### src/rtl/spi_rp_pkg.sv
// Shared constants and types for the SPI register-access peripheral.
// Assumes the fixed 24-bit frame: 1 direction bit, 7 address bits, 8 mask bits, 8 data bits.
package spi_rp_pkg;
    localparam int FRAME_W = 24;
    localparam int ADDR_W  = 7;
    localparam int DATA_W  = 8;
    localparam int MASK_W  = 8;
    localparam int CNT_W   = $clog2(FRAME_W + 1);

    // bit-count values at which the frame logic acts
    localparam logic [CNT_W-1:0] CNT_ADDR_DONE = CNT_W'(ADDR_W);            // 8th bit arriving
    localparam logic [CNT_W-1:0] CNT_LAST      = CNT_W'(FRAME_W - 1);       // 24th bit arriving
    localparam logic [CNT_W-1:0] CNT_FULL      = CNT_W'(FRAME_W);
    localparam logic [CNT_W-1:0] CNT_DATA_OUT  = CNT_W'(FRAME_W - DATA_W);  // read data slots begin

    typedef struct packed {
        logic [ADDR_W-1:0] addr;
        logic [MASK_W-1:0] mask;
        logic [DATA_W-1:0] data;
    } wr_req_t;
endpackage

### src/rtl/spi_rp_sync.sv
// Brings the serial clock, select and data pins into the system clock domain.
// Assumes each pin is stable for more than SYNC_STAGES+1 system clocks per phase.
module spi_rp_sync #(
    parameter int SYNC_STAGES = 2
) (
    input  logic clk,
    input  logic rst_n,
    input  logic sclk,
    input  logic cs_n,
    input  logic pico,
    output logic sclk_rise,
    output logic sclk_fall,
    output logic cs_act,
    output logic pico_s
);
    logic [SYNC_STAGES-1:0] sclk_pipe;
    logic [SYNC_STAGES-1:0] cs_pipe;
    logic [SYNC_STAGES-1:0] pico_pipe;
    logic                   sclk_prev;

    // synchroniser chains; select resets to inactive
    always_ff @(posedge clk) begin
        if (!rst_n) begin
            sclk_pipe <= '0;
            cs_pipe   <= '1;
            pico_pipe <= '0;
            sclk_prev <= 1'b0;
        end else begin
            sclk_pipe <= {sclk_pipe[SYNC_STAGES-2:0], sclk};
            cs_pipe   <= {cs_pipe[SYNC_STAGES-2:0], cs_n};
            pico_pipe <= {pico_pipe[SYNC_STAGES-2:0], pico};
            sclk_prev <= sclk_pipe[SYNC_STAGES-1];
        end
    end

    // single-cycle edge strobes and synchronised levels
    always_comb begin
        sclk_rise = sclk_pipe[SYNC_STAGES-1] & ~sclk_prev;
        sclk_fall = ~sclk_pipe[SYNC_STAGES-1] & sclk_prev;
        cs_act    = ~cs_pipe[SYNC_STAGES-1];
        pico_s    = pico_pipe[SYNC_STAGES-1];
    end
endmodule

### src/rtl/spi_rp_frame.sv
// Frame engine: counts bits, assembles the 24-bit command, commits a write after
// the 24th bit, and snapshots and serialises read data. Assumes single-cycle edge strobes.
module spi_rp_frame
    import spi_rp_pkg::*;
(
    input  logic              clk,
    input  logic              rst_n,
    input  logic              sclk_rise,
    input  logic              sclk_fall,
    input  logic              cs_act,
    input  logic              pico_s,
    input  logic [DATA_W-1:0] rd_data,
    output logic [ADDR_W-1:0] rd_addr,
    output logic              wr_en,
    output wr_req_t           wr_req,
    output logic              poci_q,
    output logic [CNT_W-1:0]  bit_cnt
);
    logic [FRAME_W-2:0] shift_q;
    logic [FRAME_W-1:0] shift_nx;
    logic [DATA_W-1:0]  rd_buf;
    logic               bit_take;

    // next frame contents once the current input bit is included
    always_comb begin
        shift_nx = {shift_q, pico_s};
        rd_addr  = shift_nx[ADDR_W-1:0];
        bit_take = cs_act && sclk_rise && (bit_cnt < CNT_FULL);
    end

    // bit counter and input shift register, cleared while deselected
    always_ff @(posedge clk) begin
        if (!rst_n) begin
            bit_cnt <= '0;
            shift_q <= '0;
        end else if (!cs_act) begin
            bit_cnt <= '0;
        end else if (bit_take) begin
            bit_cnt <= bit_cnt + 1'b1;
            shift_q <= shift_nx[FRAME_W-2:0];
        end
    end

    // write commit on the 24th bit of a write frame
    always_ff @(posedge clk) begin
        if (!rst_n) begin
            wr_en  <= 1'b0;
            wr_req <= '0;
        end else begin
            wr_en <= 1'b0;
            if (bit_take && bit_cnt == CNT_LAST && !shift_nx[FRAME_W-1]) begin
                wr_en  <= 1'b1;
                wr_req <= shift_nx[FRAME_W-2:0];
            end
        end
    end

    // read snapshot after the address and serialisation on falling edges
    always_ff @(posedge clk) begin
        if (!rst_n) begin
            rd_buf <= '0;
            poci_q <= 1'b0;
        end else if (!cs_act) begin
            poci_q <= 1'b0;
        end else begin
            if (bit_take && bit_cnt == CNT_ADDR_DONE)
                rd_buf <= shift_nx[ADDR_W] ? rd_data : '0;
            if (sclk_fall && bit_cnt >= CNT_DATA_OUT && bit_cnt < CNT_FULL) begin
                poci_q <= rd_buf[DATA_W-1];
                rd_buf <= {rd_buf[DATA_W-2:0], 1'b0};
            end
        end
    end
endmodule

### src/rtl/spi_rp_regfile.sv
// Banked register file: NUM_KINDS kinds times NUM_PORTS ports of bytes.
// Write uses a port mask; read is combinational and returns 0 out of range. Needs 2..8 ports.
module spi_rp_regfile
    import spi_rp_pkg::*;
#(
    parameter int NUM_PORTS = 3,
    parameter int NUM_KINDS = 4
) (
    input  logic              clk,
    input  logic              rst_n,
    input  logic              wr_en,
    input  wr_req_t           wr_req,
    input  logic [ADDR_W-1:0] rd_addr,
    output logic [DATA_W-1:0] rd_data
);
    localparam int PSEL_W = $clog2(NUM_PORTS);
    localparam int KIND_W = ADDR_W - PSEL_W;

    logic [DATA_W-1:0] regs [NUM_KINDS][NUM_PORTS];
    logic [KIND_W-1:0] wr_kind;
    logic [KIND_W-1:0] rd_kind;
    logic [PSEL_W-1:0] rd_port;
    logic              unused_wr_port;

    assign wr_kind        = wr_req.addr[ADDR_W-1:PSEL_W];
    assign rd_kind        = rd_addr[ADDR_W-1:PSEL_W];
    assign rd_port        = rd_addr[PSEL_W-1:0];
    assign unused_wr_port = ^wr_req.addr[PSEL_W-1:0];

    generate
        if (NUM_PORTS < MASK_W) begin : g_mask_hi
            logic unused_mask_hi;
            assign unused_mask_hi = ^wr_req.mask[MASK_W-1:NUM_PORTS];
        end
        for (genvar k = 0; k < NUM_KINDS; k++) begin : g_kind
            for (genvar p = 0; p < NUM_PORTS; p++) begin : g_port
                // one byte register, written when its kind matches and its mask bit is set
                always_ff @(posedge clk) begin
                    if (!rst_n)
                        regs[k][p] <= '0;
                    else if (wr_en && wr_req.mask[p] && wr_kind == KIND_W'(k))
                        regs[k][p] <= wr_req.data;
                end
            end
        end
    endgenerate

    // read mux, zero for any kind or port outside the file
    always_comb begin
        rd_data = '0;
        for (int k = 0; k < NUM_KINDS; k++)
            for (int p = 0; p < NUM_PORTS; p++)
                if (rd_kind == KIND_W'(k) && rd_port == PSEL_W'(p))
                    rd_data = regs[k][p];
    end
endmodule

### src/rtl/spi_rp_top.sv
// SPI register-access peripheral, mode 0, 24-bit frames into a banked register file.
// Assumes clk is fast enough to see every sclk phase for at least four cycles.
module spi_rp_top
    import spi_rp_pkg::*;
#(
    parameter int NUM_PORTS   = 3,
    parameter int NUM_KINDS   = 4,
    parameter int SYNC_STAGES = 2
) (
    input  logic clk,
    input  logic rst_n,
    input  logic sclk,
    input  logic cs_n,
    input  logic pico,
    output logic poci,
    output logic poci_oe
);
    logic              sclk_rise;
    logic              sclk_fall;
    logic              cs_act;
    logic              pico_s;
    logic [ADDR_W-1:0] rd_addr;
    logic [DATA_W-1:0] rd_data;
    logic              wr_en;
    wr_req_t           wr_req;
    logic              poci_q;
    logic [CNT_W-1:0]  bit_cnt;

    spi_rp_sync #(.SYNC_STAGES(SYNC_STAGES)) u_sync (
        .clk(clk), .rst_n(rst_n), .sclk(sclk), .cs_n(cs_n), .pico(pico),
        .sclk_rise(sclk_rise), .sclk_fall(sclk_fall), .cs_act(cs_act), .pico_s(pico_s)
    );

    spi_rp_frame u_frame (
        .clk(clk), .rst_n(rst_n), .sclk_rise(sclk_rise), .sclk_fall(sclk_fall),
        .cs_act(cs_act), .pico_s(pico_s), .rd_data(rd_data), .rd_addr(rd_addr),
        .wr_en(wr_en), .wr_req(wr_req), .poci_q(poci_q), .bit_cnt(bit_cnt)
    );

    spi_rp_regfile #(.NUM_PORTS(NUM_PORTS), .NUM_KINDS(NUM_KINDS)) u_regs (
        .clk(clk), .rst_n(rst_n), .wr_en(wr_en), .wr_req(wr_req),
        .rd_addr(rd_addr), .rd_data(rd_data)
    );

    // pad-side outputs, driven only while the frame is selected
    always_comb begin
        poci_oe = cs_act;
        poci    = cs_act & poci_q;
    end
endmodule

### config.mk
export PLATFORM = sky130hd
export DESIGN_NAME = spi_rp_top
export DESIGN_NICKNAME = d
export VERILOG_FILES = /design/src/rtl/spi_rp_pkg.sv /design/src/rtl/spi_rp_sync.sv /design/src/rtl/spi_rp_frame.sv /design/src/rtl/spi_rp_regfile.sv /design/src/rtl/spi_rp_top.sv
export SDC_FILE = /design/constraint.sdc
export NUM_CORES = 1
export LEC_CHECK = 0
export ABC_CLOCK_PERIOD_IN_PS = 3300
export CAP_MARGIN = 25
export CELL_PAD_IN_SITES_DETAIL_PLACEMENT = 0
export CELL_PAD_IN_SITES_GLOBAL_PLACEMENT = 1
export CORE_ASPECT_RATIO = 0.9
export CORE_MARGIN = 2
export CORE_UTILIZATION = 50
export DETAILED_ROUTE_END_ITERATION = 6
export HOLD_SLACK_MARGIN = 0.15
export PLACE_DENSITY = 0.86
export SETUP_SLACK_MARGIN = 0.1
export SLEW_MARGIN = 10
export SYNTH_ARGS = -nofsm -noshare
export SYNTH_HDL_FRONTEND = slang
export SYNTH_SLANG_ARGS = --single-unit
### constraint.sdc
create_clock -name clk -period 3.3 [get_ports clk]
set_input_delay 0.66 -clock clk [delete_from_list [all_inputs] [get_ports clk]]
set_output_delay 0.66 -clock clk [all_outputs]
set_load 0.02 [all_outputs]
==> reports/metrics.cfg, run 1 <==
[finish]
drive_gt1_share_pct=9.477
final_common_cell=edfxtp_1
antennaDiodeCount=0
finalNetCount=700
final_cell_mix=edfxtp_1, nand2_1, nor2_1, and2_1, dfxtp_1
synthToLayoutAreaGrowth_pct=10.73
fill_cells=1213

[yosys]
ys_warn_count=0
synth_top_area_share_pct=39.55
yosysSeqAreaShare_pct=56.31
synth.distinct_cells=74
synthCells=701
yosys.area.top_type=edfxtp_1
syn_avg_cell_area_um2=10.40
synth_ff_type=edfxtp_1
synth_fp_nets=707
synth_enable_flop_cells=96
ys_async_sr_fraction_pct=0
syn_area_um2=7288
synth_area_leaders=edfxtp_1, dfxtp_1, and2_1
ys_ff_latch=157

[grt]
gr-max-usage-layer=met2
grt_overflow_total=0
grt_use_total_pct=24.81
antenna_found_initial=0
grt_max_degree=40
met3_usage_pct=6.650
met1_usage_pct=34.90
grt_pass1_vias=5102
gr-usage-met2_pct=37.07
grt_pass1_wl_um=29240

[min_path]
hold_end=u_sync.sclk_pipe[1]
hp-class=reg -> reg
holdPathStages=1
min_from=u_sync.sclk_pipe[0]

[clock_network]
cts_buffers=17
cts_root_buffer=clkbuf_16
clk_pin_slew_ps=60
ctsLongestPathBuffers=2
ctsHoldBuffers=0
cts_tree=done
cts_resized=0
cts_setup_buffers=0
clock_latency_ps=430
cts.sinks=157
htree_levels=4

[place]
io_buffers=6
place_hpwl_um=12780
post-place-ws_ps=829.4
gp_congestion=0.9128

[die]
die_h_um=118.5
start_util_pct=51.48
die_area_um2=15560
ios=7
core-area_um2=14160
rows=41
die_width_um=131.3

[critical_path]
cp_num_buf_inv=0
crit_chain=or3b_1, a21oi_1, a211oi_1, or4_1, a31oi_1
path_class=reg -> reg
crit_required_ps=3650
ff2ff_setup_slack_ps=790
cp_slowest_cell=dfxtp_1
reg2reg_to=u_frame.rd_buf[7]
arrival_ps=2870
max_stage_delay_ps=950
r2r_cells=5
start_kind=register
end_kind=register
crit_fanout=27
critPathTopFamily=simple AND/OR/NAND/NOR gates
rr_startpoint=u_frame.shift_q[2]

[sta]
layout_setup_ws_ps=788.6
whs_ps=437.8
hold_viol=0
rsz0062_at_grt=false
finClkSkew_ps=10.41
worst_slew_pin_slew_ps=1051
maxSlewViolCount=0
relSlewSlack_pct=29.90
period_needed_ps=2511
setup_viol_count_final=0
clock.fmax_mhz=398.2
final.period_utilization_pct=76.10
fin_tns_setup_ps=0

[drt]
drtIter0Drc=597
vias=5432
routed_wl_um=18680
route.detailed.drc=0
wl_per_cell_um=20.76
ant_nets=0
dr.pass1.iters=5
vias_per_cell=6.036

[outcome]
status=finished clean

[power_and_ir_drop]
ir_drop_mv=0.3468
leakagePower_nw=2.955
power_density_nw_per_um2=516.3

[run]
maxCapViolCount=0

-- state kept, by name, indices dropped and copies added, names as in the netlist --
signal and cells:
u_regs.regs 96, u_frame.shift_q 23, u_frame.wr_req 16, u_frame.rd_buf 8, u_frame.bit_cnt 5, u_sync.cs_pipe 2, u_sync.pico_pipe 2, u_sync.sclk_pipe 2
u_frame.poci_q 1, u_frame.wr_en 1, u_sync.sclk_prev 1
-- kinds of logic after synthesis --
| kind of cell | after synthesis | share of synthesized area, % |
|---|---|---|
| buf+inv | 50 | 3.382 |
| mux | 33 | 4.790 |
| flops | 157 | 56.31 |
| simple gates | 325 | 23.35 |
| compound gates | 132 | 11.64 |
| fa+ha+maj | 1 | 0.1716 |
| xor+xnor | 3 | 0.3606 |
-- worst max-delay path by stage --
stage,startpoint,slack [ps],cells past startpoint,end
after global placement,u_frame.shift_q[2],890,5,u_frame.rd_buf[7]
after floorplan,rst_n,1360,4,u_regs.regs[0][0]
final,u_frame.shift_q[2],790,5,u_frame.rd_buf[7]
after CTS,u_frame.shift_q[2],800,5,u_frame.rd_buf[7]
after global routing,u_frame.shift_q[2],620,5,u_frame.rd_buf[7]
after detailed placement,u_frame.shift_q[2],830,5,u_frame.rd_buf[7]
-- routing by layer --
layer  part of all wire [%]  wire, um  vias up
li1                       -         -     2527
met1                     44      8288     2605
met2                     45      8315      256
met3                    8.3      1547       44
met4                    2.8       532        0
met5                      0         0        -
-- Yosys cell counts, types with 4 or more instances --
library cell / number
edfxtp_1: 96
nand2_1: 83
nor2_1: 65
and2_1: 62
dfxtp_1: 61
a21oi_1: 49
clkbuf_1: 30
mux2i_1: 27
and3_1: 22
nand3_1: 22
o21ai_0: 20
nor3_1: 17
a31oi_1: 10
buf_2: 10
nand2b_1: 8
nor2b_1: 8
a211oi_1: 7
a22oi_1: 5
mux2_2: 5
o221ai_1: 5
nand4b_1: 4
o22ai_1: 4
o2bb2ai_1: 4
-- power by group --
| group | internal, mW | total [mW] | switching, mW |
|---|---|---|---|
| clock | 1.12 | 1.94 | 0.815 |
| sequential | 2.11 | 2.13 | 0.0183 |
| combinational | 0.0286 | 0.101 | 0.0727 |
| total | 3.26 | 4.17 | 0.906 |
-- final cells by class --
class | count | area [um2] | share of cell area (%)
Timing Repair Buffer | 21 | 185.2 | 2.295
Multi-Input combinational cell | 494 | 2943 | 36.47
Clock inverter | 15 | 160.2 | 1.985
Sequential cell | 157 | 4104 | 50.85
Tap cell | 193 | 241.5 | 2.992
Inverter | 3 | 11.26 | 0.1395
Clock buffer | 17 | 425.4 | 5.271
-- metrics by stage --
| step | power (mW) | instance area [um2] | utilization [%] | cells |
|---|---|---|---|---|
| after floorplan | 2.228 | 7288 | - | 701 |
| after global placement | 2.265 | 7485 | 52.86 | 868 |
| after detailed placement | 2.268 | 7485 | 52.86 | 868 |
| after CTS | 4.185 | 8070 | 57.00 | 900 |
| after global routing | 4.286 | 8070 | 57.00 | 900 |
| final | 4.167 | 8070 | 57.00 | 900 |
Note: power is estimated with default switching activity, not from simulation.
==> inputs of run 2 (changes only) <==
Settings changed: ABC_CLOCK_PERIOD_IN_PS 3300 to 2000, CORE_UTILIZATION 50 to 46, PLACE_DENSITY 0.86 to 0.83.
Clock period 3.3 ns to 2 ns, I/O delays scaled along.
==> run 2 against run 1 <==
Clock power increased by 55%. Cell count increased by 8.7%. Setup slack got worse by 660 ps. Register-to-register slack got worse by 660 ps. Core utilization decreased by 0.56 points. Sequential share of layout area decreased by 3.6 points. Largest power group unchanged.
==> reports/metrics.cfg, run 2 (synthesized netlist as in run 1, its figures left out) <==
[outcome]
status=finished clean

[finish]
fill_cells=1271  ; +4.8%
design_area_um2=8715  ; +8.0%
multi_input_area_um2=3022  ; +2.7%
finalNetCount=769  ; +9.9%
antennaDiodeCount=0  ; unchanged
utilization_pct=56.44  ; -0.56 points
drive_gt1_share_pct=20.10  ; +11 points
final_common_cell=edfxtp_1
regMostFlops=u_regs.regs
synthToLayoutAreaGrowth_pct=19.57
register_area_um2=4121  ; +0.43%
final_cell_mix=edfxtp_1, nand2_1, buf_4, nor2_1, and2_1
top_regs=u_regs.regs x96, u_frame.shift_q x23, u_frame.wr_req x16
largest_reg_flops=96  ; unchanged

[critical_path]
end_kind=register
crit_fanout=17  ; -37%
crit_required_ps=2300  ; -1350 ps
path_class=reg -> reg
crit_chain=nand2b_1, a211o_1, or3_1, buf_4, mux2i_1, nor2_1
cp_slowest_cell=or3_1
arrival_ps=2170  ; -700 ps
max_stage_delay_ps=370  ; -580 ps
start_kind=register

[drt]
dr.pass1.iters=5  ; unchanged
route.detailed.drc=0  ; unchanged
vias=5768  ; +6.2%
vias_per_cell=5.898  ; -2.3%
drtIter0Drc=668  ; +12%
wl_per_cell_um=21.03  ; +1.3%
routed_wl_um=20570  ; +10%
ant_nets=0  ; unchanged

[die]
start_util_pct=47.20  ; -4.3 points
die_area_um2=16870  ; +8.4%
die_width_um=136.7  ; +4.1%
ios=7  ; unchanged
rows=43  ; +4.9%
die_h_um=123.4  ; +4.1%
core-area_um2=15440  ; +9.1%

[grt]
antenna_found_initial=1  ; +1
grt_pass1_vias=5453  ; +6.9%
grt_overflow_total=0  ; unchanged
grt_use_total_pct=25.38  ; +0.58 points
grt_max_degree=54  ; +35%
grt_pass1_wl_um=31260  ; +6.9%

[sta]
relSlewSlack_pct=49.23  ; +19 points
period_needed_ps=1876  ; -635.3 ps
layout_setup_ws_ps=123.9  ; -664.7 ps
hold_viol=0  ; unchanged
final.period_utilization_pct=93.81  ; +18 points
rsz0062_at_grt=true
maxSlewViolCount=0  ; unchanged
clock.fmax_mhz=533.0  ; +34%
finClkSkew_ps=11.48  ; +1.065 ps
setup_viol_count_final=0  ; unchanged
worst_slew_pin_slew_ps=760.6  ; -290.9 ps

[place]
post-place-ws_ps=-53.85  ; -883.2 ps
placed_area_um2=7999  ; +6.9%
place_hpwl_um=14600  ; +14%
gp_congestion=0.9279  ; +1.7%
io_buffers=6  ; unchanged

[power_and_ir_drop]
clkPwrFrac_pct=44.6  ; -1.9 points
leakagePower_nw=3.340  ; +13%
switching_share_pct=21.74  ; about the same
p_comb_share_pct=3.3  ; +0.9 points
switchingPower_mw=1.462  ; +61%
report.power.total_mw=6.724  ; +61%
internal-power_mw=5.263  ; +61%
power_density_nw_per_um2=771.6  ; +49%
ir_drop_mv=0.5822  ; +68%
power_frac_seq_pct=52.1  ; +1.1 points

[clock_network]
clock_latency_ps=430  ; about the same
htree_levels=4  ; unchanged
cts.sinks=157  ; unchanged
cts_buffers=17  ; unchanged
cts_tree=done
clk_pin_slew_ps=60  ; about the same
cts_root_buffer=clkbuf_16
ctsLongestPathBuffers=2  ; unchanged
ctsHoldBuffers=0  ; unchanged

[min_path]
hp-class=reg -> reg

[run]
maxCapViolCount=0  ; unchanged

## run 2: cell types whose count changed in the layout (fill, tap and decap cells not counted), sizes merged
cell | previous run | this run
bufinv | 2 | 0
inv | 9 | 8
clkbuf | 17 | 24
buf | 15 | 84
dlygate4sd2 | 0 | 1
clkinvlp | 4 | 0
clkdlybuf4s50 | 6 | 5
## run 2: area by class of cell
class	instances	share of cell area, %
Clock buffer	24	5.542
Clock inverter	8	0.6748
Inverter	3	0.1292
Multi-Input combinational cell	494	34.67
Sequential cell	157	47.29
Tap cell	202	2.900
Timing Repair Buffer	90	8.787
## run 2: path summary, 6_finish.rpt
check / depth (start not counted) / slack, ps / startpoint / to
max: 6 / 120 / u_sync.sclk_prev / u_frame.wr_req[2]
min: 1 / 430 / u_sync.cs_pipe[0] / u_sync.cs_pipe[1]
max reg2reg: 6 / 120 / u_sync.sclk_prev / u_frame.wr_req[2]
min reg2reg: 1 / 430 / u_sync.cs_pipe[0] / u_sync.cs_pipe[1]
## run 2: layer usage
metal  GRT usage (%)  routed length, um  up-vias
met4           10.03                673        2
li1                -                  -     2654
met3           4.715               1477       44
met5               0                 13        -
met2           38.25               9223      260
met1           36.29               9180     2808
## run 2: critical path, delay by kind of cell (launching register included)
family	cells	cell delay [ps]
muxes	1	250
and+or+nand+nor	3	660
DFF	1	310
AOI/OAI and AO/OA	1	270
buffers and inverters	1	240
## run 2: repair_timing
action                                  CTS  global route
pin swaps                                 3            10
gates resized for setup                  15            24
endpoints found under the setup margin   10             8
buffers inserted                          3             4
## run 2: power by group through the flow
stage	combinational, mW	clock (mW)	sequential [mW]
final	0.221	3.00	3.50
after floorplan	0.117	0	3.56
after global routing	0.234	3.16	3.51
after CTS	0.213	3.02	3.51
after global placement	0.205	0	3.58
after detailed placement	0.210	0	3.58
## run 2: per-stage QoR
step	std cells	hold WS [ps]	TNS (ps)
floorplan	701	386.3	0
global placement	939	399.9	-289.3
detailed placement	939	406.7	-138.2
CTS	974	432.0	0
global route	978	437.1	0
finish	978	428.2	0
